--- src/rtl/irqw_pkg.sv ---
package irqw_pkg;
    localparam int SRC_N   = 15;
    localparam int PROTO_N = 12;

    localparam int B_RXNE  = 7;
    localparam int B_RXWM  = 12;
    localparam int B_TXWM  = 13;
    localparam int B_TXEMP = 14;

    localparam int OFS_STAT = 'h1C;
    localparam int OFS_EN   = 'h20;
    localparam int OFS_CLR  = 'h24;
    localparam int OFS_WM   = 'h2C;

    localparam int TX_THR_LSB = 8;

    localparam logic [SRC_N-1:0] LIVE_MASK = SRC_N'(1) << B_RXNE;
endpackage

--- src/rtl/irqw_rise_det.sv ---
module irqw_rise_det #(
    parameter int W = 15
) (
    input  logic         clk,
    input  logic         rst_n,
    input  logic [W-1:0] lvl_i,
    output logic [W-1:0] rise_o
);
    logic [W-1:0] prev_q;

    generate
        for (genvar i = 0; i < W; i++) begin : g_bit
            always_ff @(posedge clk or negedge rst_n) begin
                if (!rst_n) prev_q[i] <= 1'b0;
                else        prev_q[i] <= lvl_i[i];
            end
            assign rise_o[i] = lvl_i[i] & ~prev_q[i];
        end
    endgenerate
endmodule

--- src/rtl/irqw_wmark_cmp.sv ---
module irqw_wmark_cmp #(
    parameter int CNT_W = 7,
    parameter int THR_W = 6
) (
    input  logic [CNT_W-1:0] rx_lvl_i,
    input  logic [CNT_W-1:0] tx_lvl_i,
    input  logic [THR_W-1:0] rx_thr_i,
    input  logic [THR_W-1:0] tx_thr_i,
    output logic             rx_above_o,
    output logic             tx_low_o,
    output logic             tx_empty_o,
    output logic             rx_nempty_o
);
    logic [CNT_W-1:0] rx_thr_ext;
    logic [CNT_W-1:0] tx_thr_ext;

    assign rx_thr_ext  = CNT_W'(rx_thr_i);
    assign tx_thr_ext  = CNT_W'(tx_thr_i);
    assign rx_above_o  = rx_lvl_i > rx_thr_ext;
    assign tx_low_o    = tx_lvl_i <= tx_thr_ext;
    assign tx_empty_o  = tx_lvl_i == '0;
    assign rx_nempty_o = rx_lvl_i != '0;
endmodule

--- src/rtl/irqw_status_bank.sv ---
module irqw_status_bank #(
    parameter int           W    = 15,
    parameter logic [W-1:0] LIVE = '0
) (
    input  logic         clk,
    input  logic         rst_n,
    input  logic [W-1:0] set_i,
    input  logic [W-1:0] clr_i,
    input  logic [W-1:0] live_i,
    output logic [W-1:0] stat_o
);
    generate
        for (genvar i = 0; i < W; i++) begin : g_bit
            if (LIVE[i]) begin : g_live
                logic unused_ctl;
                assign unused_ctl = set_i[i] ^ clr_i[i];
                assign stat_o[i]  = live_i[i];
            end else begin : g_sticky
                logic q;
                logic unused_live;
                assign unused_live = live_i[i];
                always_ff @(posedge clk or negedge rst_n) begin
                    if (!rst_n) q <= 1'b0;
                    else        q <= set_i[i] | (q & ~clr_i[i]);
                end
                assign stat_o[i] = q;
            end
        end
    endgenerate
endmodule

--- src/rtl/irqw_regfile.sv ---
module irqw_regfile #(
    parameter int ADDR_W = 8,
    parameter int DATA_W = 32,
    parameter int W      = 15,
    parameter int THR_W  = 6
) (
    input  logic              clk,
    input  logic              rst_n,
    input  logic              wr_i,
    input  logic              rd_i,
    input  logic [ADDR_W-1:0] addr_i,
    input  logic [DATA_W-1:0] wdata_i,
    input  logic [W-1:0]      stat_i,
    output logic [W-1:0]      en_o,
    output logic [W-1:0]      clr_o,
    output logic [THR_W-1:0]  rx_thr_o,
    output logic [THR_W-1:0]  tx_thr_o,
    output logic [DATA_W-1:0] rdata_o
);
    import irqw_pkg::*;

    logic              hit_stat, hit_en, hit_clr, hit_wm;
    logic [W-1:0]      en_q;
    logic [THR_W-1:0]  rx_thr_q, tx_thr_q;
    logic [DATA_W-1:0] rd_next, rdata_q;
    logic              unused_wdata;

    assign hit_stat = addr_i == ADDR_W'(OFS_STAT);
    assign hit_en   = addr_i == ADDR_W'(OFS_EN);
    assign hit_clr  = addr_i == ADDR_W'(OFS_CLR);
    assign hit_wm   = addr_i == ADDR_W'(OFS_WM);

    assign unused_wdata = ^wdata_i[DATA_W-1:W] ^ hit_clr;

    always_ff @(posedge clk or negedge rst_n) begin
        if (!rst_n) begin
            en_q     <= '0;
            rx_thr_q <= '0;
            tx_thr_q <= '0;
        end else if (wr_i) begin
            if (hit_en) en_q <= wdata_i[W-1:0];
            if (hit_wm) begin
                rx_thr_q <= wdata_i[THR_W-1:0];
                tx_thr_q <= wdata_i[TX_THR_LSB +: THR_W];
            end
        end
    end

    assign clr_o = (wr_i && hit_clr) ? wdata_i[W-1:0] : '0;

    always_comb begin
        rd_next = '0;
        if (hit_stat) begin
            rd_next[W-1:0] = stat_i;
        end else if (hit_en) begin
            rd_next[W-1:0] = en_q;
        end else if (hit_wm) begin
            rd_next[THR_W-1:0]              = rx_thr_q;
            rd_next[TX_THR_LSB +: THR_W]    = tx_thr_q;
        end
    end

    always_ff @(posedge clk or negedge rst_n) begin
        if (!rst_n)    rdata_q <= '0;
        else if (rd_i) rdata_q <= rd_next;
    end

    assign en_o     = en_q;
    assign rx_thr_o = rx_thr_q;
    assign tx_thr_o = tx_thr_q;
    assign rdata_o  = rdata_q;
endmodule

--- src/rtl/irq_wm_ctrl.sv ---
module irq_wm_ctrl #(
    parameter int ADDR_W     = 8,
    parameter int DATA_W     = 32,
    parameter int FIFO_DEPTH = 64,
    parameter int THR_W      = 6
) (
    input  logic                             clk,
    input  logic                             rst_n,
    input  logic                             reg_wr_i,
    input  logic                             reg_rd_i,
    input  logic [ADDR_W-1:0]                reg_addr_i,
    input  logic [DATA_W-1:0]                reg_wdata_i,
    output logic [DATA_W-1:0]                reg_rdata_o,
    input  logic [irqw_pkg::PROTO_N-1:0]     proto_evt_i,
    input  logic [$clog2(FIFO_DEPTH+1)-1:0]  rx_level_i,
    input  logic [$clog2(FIFO_DEPTH+1)-1:0]  tx_level_i,
    output logic                             irq_o
);
    import irqw_pkg::*;

    localparam int CNT_W = $clog2(FIFO_DEPTH + 1);

    logic [SRC_N-1:0] src_lvl, src_rise, stat_vec, en_vec, clr_vec, live_vec;
    logic [THR_W-1:0] rx_thr, tx_thr;
    logic             rx_above, tx_low, tx_empty, rx_nempty;

    irqw_wmark_cmp #(.CNT_W(CNT_W), .THR_W(THR_W)) u_cmp (
        .rx_lvl_i    (rx_level_i),
        .tx_lvl_i    (tx_level_i),
        .rx_thr_i    (rx_thr),
        .tx_thr_i    (tx_thr),
        .rx_above_o  (rx_above),
        .tx_low_o    (tx_low),
        .tx_empty_o  (tx_empty),
        .rx_nempty_o (rx_nempty)
    );

    assign src_lvl[PROTO_N-1:0] = proto_evt_i;
    assign src_lvl[B_RXWM]      = rx_above;
    assign src_lvl[B_TXWM]      = tx_low;
    assign src_lvl[B_TXEMP]     = tx_empty;

    assign live_vec = SRC_N'(rx_nempty) << B_RXNE;

    irqw_rise_det #(.W(SRC_N)) u_rise (
        .clk    (clk),
        .rst_n  (rst_n),
        .lvl_i  (src_lvl),
        .rise_o (src_rise)
    );

    irqw_status_bank #(.W(SRC_N), .LIVE(LIVE_MASK)) u_stat (
        .clk    (clk),
        .rst_n  (rst_n),
        .set_i  (src_rise),
        .clr_i  (clr_vec),
        .live_i (live_vec),
        .stat_o (stat_vec)
    );

    irqw_regfile #(
        .ADDR_W (ADDR_W),
        .DATA_W (DATA_W),
        .W      (SRC_N),
        .THR_W  (THR_W)
    ) u_regs (
        .clk      (clk),
        .rst_n    (rst_n),
        .wr_i     (reg_wr_i),
        .rd_i     (reg_rd_i),
        .addr_i   (reg_addr_i),
        .wdata_i  (reg_wdata_i),
        .stat_i   (stat_vec),
        .en_o     (en_vec),
        .clr_o    (clr_vec),
        .rx_thr_o (rx_thr),
        .tx_thr_o (tx_thr),
        .rdata_o  (reg_rdata_o)
    );

    assign irq_o = |(stat_vec & en_vec);
endmodule

--- config.mk ---
export PLATFORM = sky130hd
export DESIGN_NAME = irq_wm_ctrl
export DESIGN_NICKNAME = d
export VERILOG_FILES = /design/src/rtl/irqw_pkg.sv /design/src/rtl/irqw_rise_det.sv /design/src/rtl/irqw_wmark_cmp.sv /design/src/rtl/irqw_status_bank.sv /design/src/rtl/irqw_regfile.sv /design/src/rtl/irq_wm_ctrl.sv
export SDC_FILE = /design/constraint.sdc
export NUM_CORES = 1
export LEC_CHECK = 0
export BUFFER_PORTS_ARGS = -buffer_cell sky130_fd_sc_hd__buf_2
export CAP_MARGIN = 0
export CELL_PAD_IN_SITES_DETAIL_PLACEMENT = 0
export CELL_PAD_IN_SITES_GLOBAL_PLACEMENT = 1
export CORE_ASPECT_RATIO = 1.2
export CORE_MARGIN = 3
export CORE_UTILIZATION = 36
export DETAILED_ROUTE_END_ITERATION = 8
export PLACE_DENSITY_LB_ADDON = 0.1
export SLEW_MARGIN = 5
export SYNTH_ARGS = -nofsm -noshare
export SYNTH_HDL_FRONTEND = slang
export SYNTH_SLANG_ARGS = --single-unit
--- constraint.sdc ---
create_clock -name clk -period 1.4 [get_ports clk]
set_clock_uncertainty 0.05 [all_clocks]
set_input_delay 0.21 -clock clk [delete_from_list [all_inputs] [get_ports clk]]
set_output_delay 0.21 -clock clk [all_outputs]
set_load 0.005 [all_outputs]
==> impl_results.md <==
* Final Wtd Congestion at 0.729
* Die ar. at about 11,000 µm²
* Post-Synth Adder-Cell Area at 4.46%
* # IOs at 103
* Commonest non-fill, non-tap cell in the layout: dfrtp_1
* Worst setup margin at -407 ps
* Area grow syn2layout at 37.7%
* DR WL/cell at 16.1 µm
* Reg2reg setup slack at -60 ps
* Xor and xnor fraction of the mapped netlist area at 0%
* Register area share after synthesis at 52.0%
* Ant. Diodes at 0
* Num CTS Buffers at 9
* Initial Util at approximately 37%
* WP data required at 1140 ps
* Hold Startpoint: reg_wdata_i[7]
* First-pass GRT wire length at 13,900 µm
* Violation count after the first detailed-routing iteration at 73
* Worst VDD drop at 0.000477 V
* Commonest non-fill, non-tap cells in the layout: 70 x dfrtp_1, 67 x buf_2, 50 x buf_4, 26 x mux2_2, 21 x inv_1
* Primary FF master, synth: dfrtp_1
* F_max at 553 MHz
* Worst r2r src: u_regs.tx_thr_o[4]
* R2R cell count at 6
* Simple-gate portion of the synthesized area at 11.2%
* Max capacitance violation total at 0
* Period utilisation layout at 129%
* Flops & latches, synth at 70
* RSZ-0062 raised after global routing: true
* Total wire length at 8840 µm
* Netlist cell types at 40
* Pleak at about 0.0022 µW
* TNS Setup at -560 ps
* Largest family of logic cells by synthesized area: compound AO/OA/AOI/OAI gates
* RR Endpoint: u_stat.g_bit[13].g_sticky.q
* Layout cells sized above 1 at a little under half
* CP Class: reg2out
* Die W at ~94 µm
* Initial antenna violation count at 0
* Hold_ws at 61.9 ps
* CP Capture Type: output port
* Core box area at just over 9000 µm²
* Post-DRT Antenna Nets at 0
* Post-synthesis cell area at roughly 3400 µm²
* Dpl hpwl at 6420 µm
* Max Root-Sink Buffers at 2
* Slew margin rel. at 67.2%
* WP data arrival at 1550 ps
* DRC violations left at 0
* Vias in the first global route at 2,700
* # setup viols final at 4
* Root Buffer: clkbuf_8
* Cells after Synth at 293
* Grt total ovfl at 0
* Rows at 38
* IO buf count at 67
* Chip Height at between 100 and 150 µm
* Fin area at between 4000 and 5000 µm²
* Hold Path End: u_regs.en_o[7]
* Hold Path Stages at 2
* Failing checks: negative setup slack
* DP Area at 4150 µm²
* Worst skew pair latency at 350 ps
* Global-route usage over all layers at between 10% and 20%
* Pwr Density at ~940 nW/µm²
* Outcome: finished, violations left
* Fin. max-slew vios at 0
* Fin nets at 507
* Vias/cell at around 4.7
* Pwr Total at around 4400 µW
* Final Critical Period at 1810 ps
* Actual slew at the worst max-slew pin at 488 ps
* Clock-pin slew on the worst setup and hold paths at 80 ps
* Crit path max fanout at 2
* Final Util at 51.1%
* Largest net degree at the start of global routing at 71
* Synthesized area per cell at 11.5 µm²
* Synth Area in Compound Gates at 14.4%
* Endpoints failing hold at 0
* CTS sink cnt at 70
* Worst setup SP type: flip-flop
* Number of synthesized flops with an enable pin at 0
* Yosys Warn Count at 0
* Post-synthesis mux area share at 9.13%
* Drt first pass iters at 4
* Path type of the worst min-delay path: in2reg
* CTS tree: yes
* Vias at 2,603
* Async S/R FF share, synth at 100%
* H-tree levels at 3
==> layer usage <==
metal	share of wire (%)	GRT usage, %	wire (µm)	up-vias
li1	-	-	-	1267
met1	43	22.0	3800	1274
met2	52	29.8	4600	54
met3	3.7	3.99	326	8
met4	1.3	5.59	112	0
met5	0	0	0	-
==> worst max-delay path by stage <==
stage / start / endpoint / slack (ps)
final: u_stat.g_bit[5].g_sticky.q / irq_o / -410
after global routing: u_stat.g_bit[5].g_sticky.q / irq_o / -540
after CTS: u_regs.en_o[5] / irq_o / -460
after detailed placement: reg_addr_i[6] / u_regs.en_o[3] / -260
after global placement: tx_level_i[2] / u_stat.g_bit[14].g_sticky.q / -230
after floorplan: u_regs.tx_thr_o[4] / u_stat.g_bit[13].g_sticky.q / -60
==> power breakdown <==
part           switching [µW]  internal, µW
Sequential               45.1          2090
Combinational             265           274
Clock                     808           880
Total                    1120          3250
==> timing repair <==
| item | 4_1_cts | 5_1_grt |
|---|---|---|
| hold buffers | 12 | 0 |
| endpoints found under the hold margin | 81 | 0 |
| gates resized for setup | 13 | 8 |
| pin swaps | 5 | 7 |
| setup endpoints to repair | 5 | 5 |
| gates cloned | 0 | 0 |
| buffers inserted | 1 | 3 |
==> synth_stat cells, drive strengths merged, types with 4 or more instances <==
cell type / instances / area (µm²)
nand2: 18 / 67.6
inv: 25 / 93.8
nand3: 4 / 37.5
ha: 12 / 150
a22o: 15 / 131
a21oi: 19 / 95.1
buf: 22 / 180
mux2: 27 / 308
o21ai: 13 / 65.1
nor2b: 12 / 75.1
clkbuf: 5 / 18.8
dfrtp: 70 / 1750
nor2: 5 / 18.8
a22oi: 17 / 128
==> logic make-up (layout without fill, tap and decap cells) <==
logic type               count (synthesis)  after routing
AO/OA/AOI/OAI                           72             72
adder cells (fa/ha/maj)                 12             12
buffers and inverters                   52            173
flip-flops                              70             70
multiplexers                            27             27
other                                    1             17
AND/OR/NAND/NOR                         59             59
==> final cells by class <==
type | count | area, µm²
clock buffers | 10 | 138
clock inverters | 6 | 68.8
fillers | 853 | 4440
inverters | 25 | 93.8
multi-input cells | 187 | 1550
flip-flops and latches | 70 | 1750
well taps | 120 | 150
repair buffers | 132 | 891
==> stage by stage <==
| step | instances | setup WS [ps] |
|---|---|---|
| after floorplan | 309 | -62.9 |
| after global placement | 518 | -228 |
| after detailed placement | 518 | -258 |
| after CTS | 547 | -461 |
| after global routing | 550 | -540 |
| final | 550 | -407 |
==> critical path, stage by stage (launching register included) <==
cell      delay, ps
dfrtp_1         400
a22oi_2         230
nand2_2          90
a221oi_2        190
nand4_1         140
buf_2           150
==> state kept, by name, summed over array words and instances, names as in the netlist <==
register and cells:
u_regs.en_o 15, u_regs.rdata_o 15, u_regs.rx_thr_o 6, u_regs.tx_thr_o 6
u_rise.prev_q 14, u_stat.g_bit.g_sticky.q 14
Note: power is estimated with default switching activity, not from simulation.
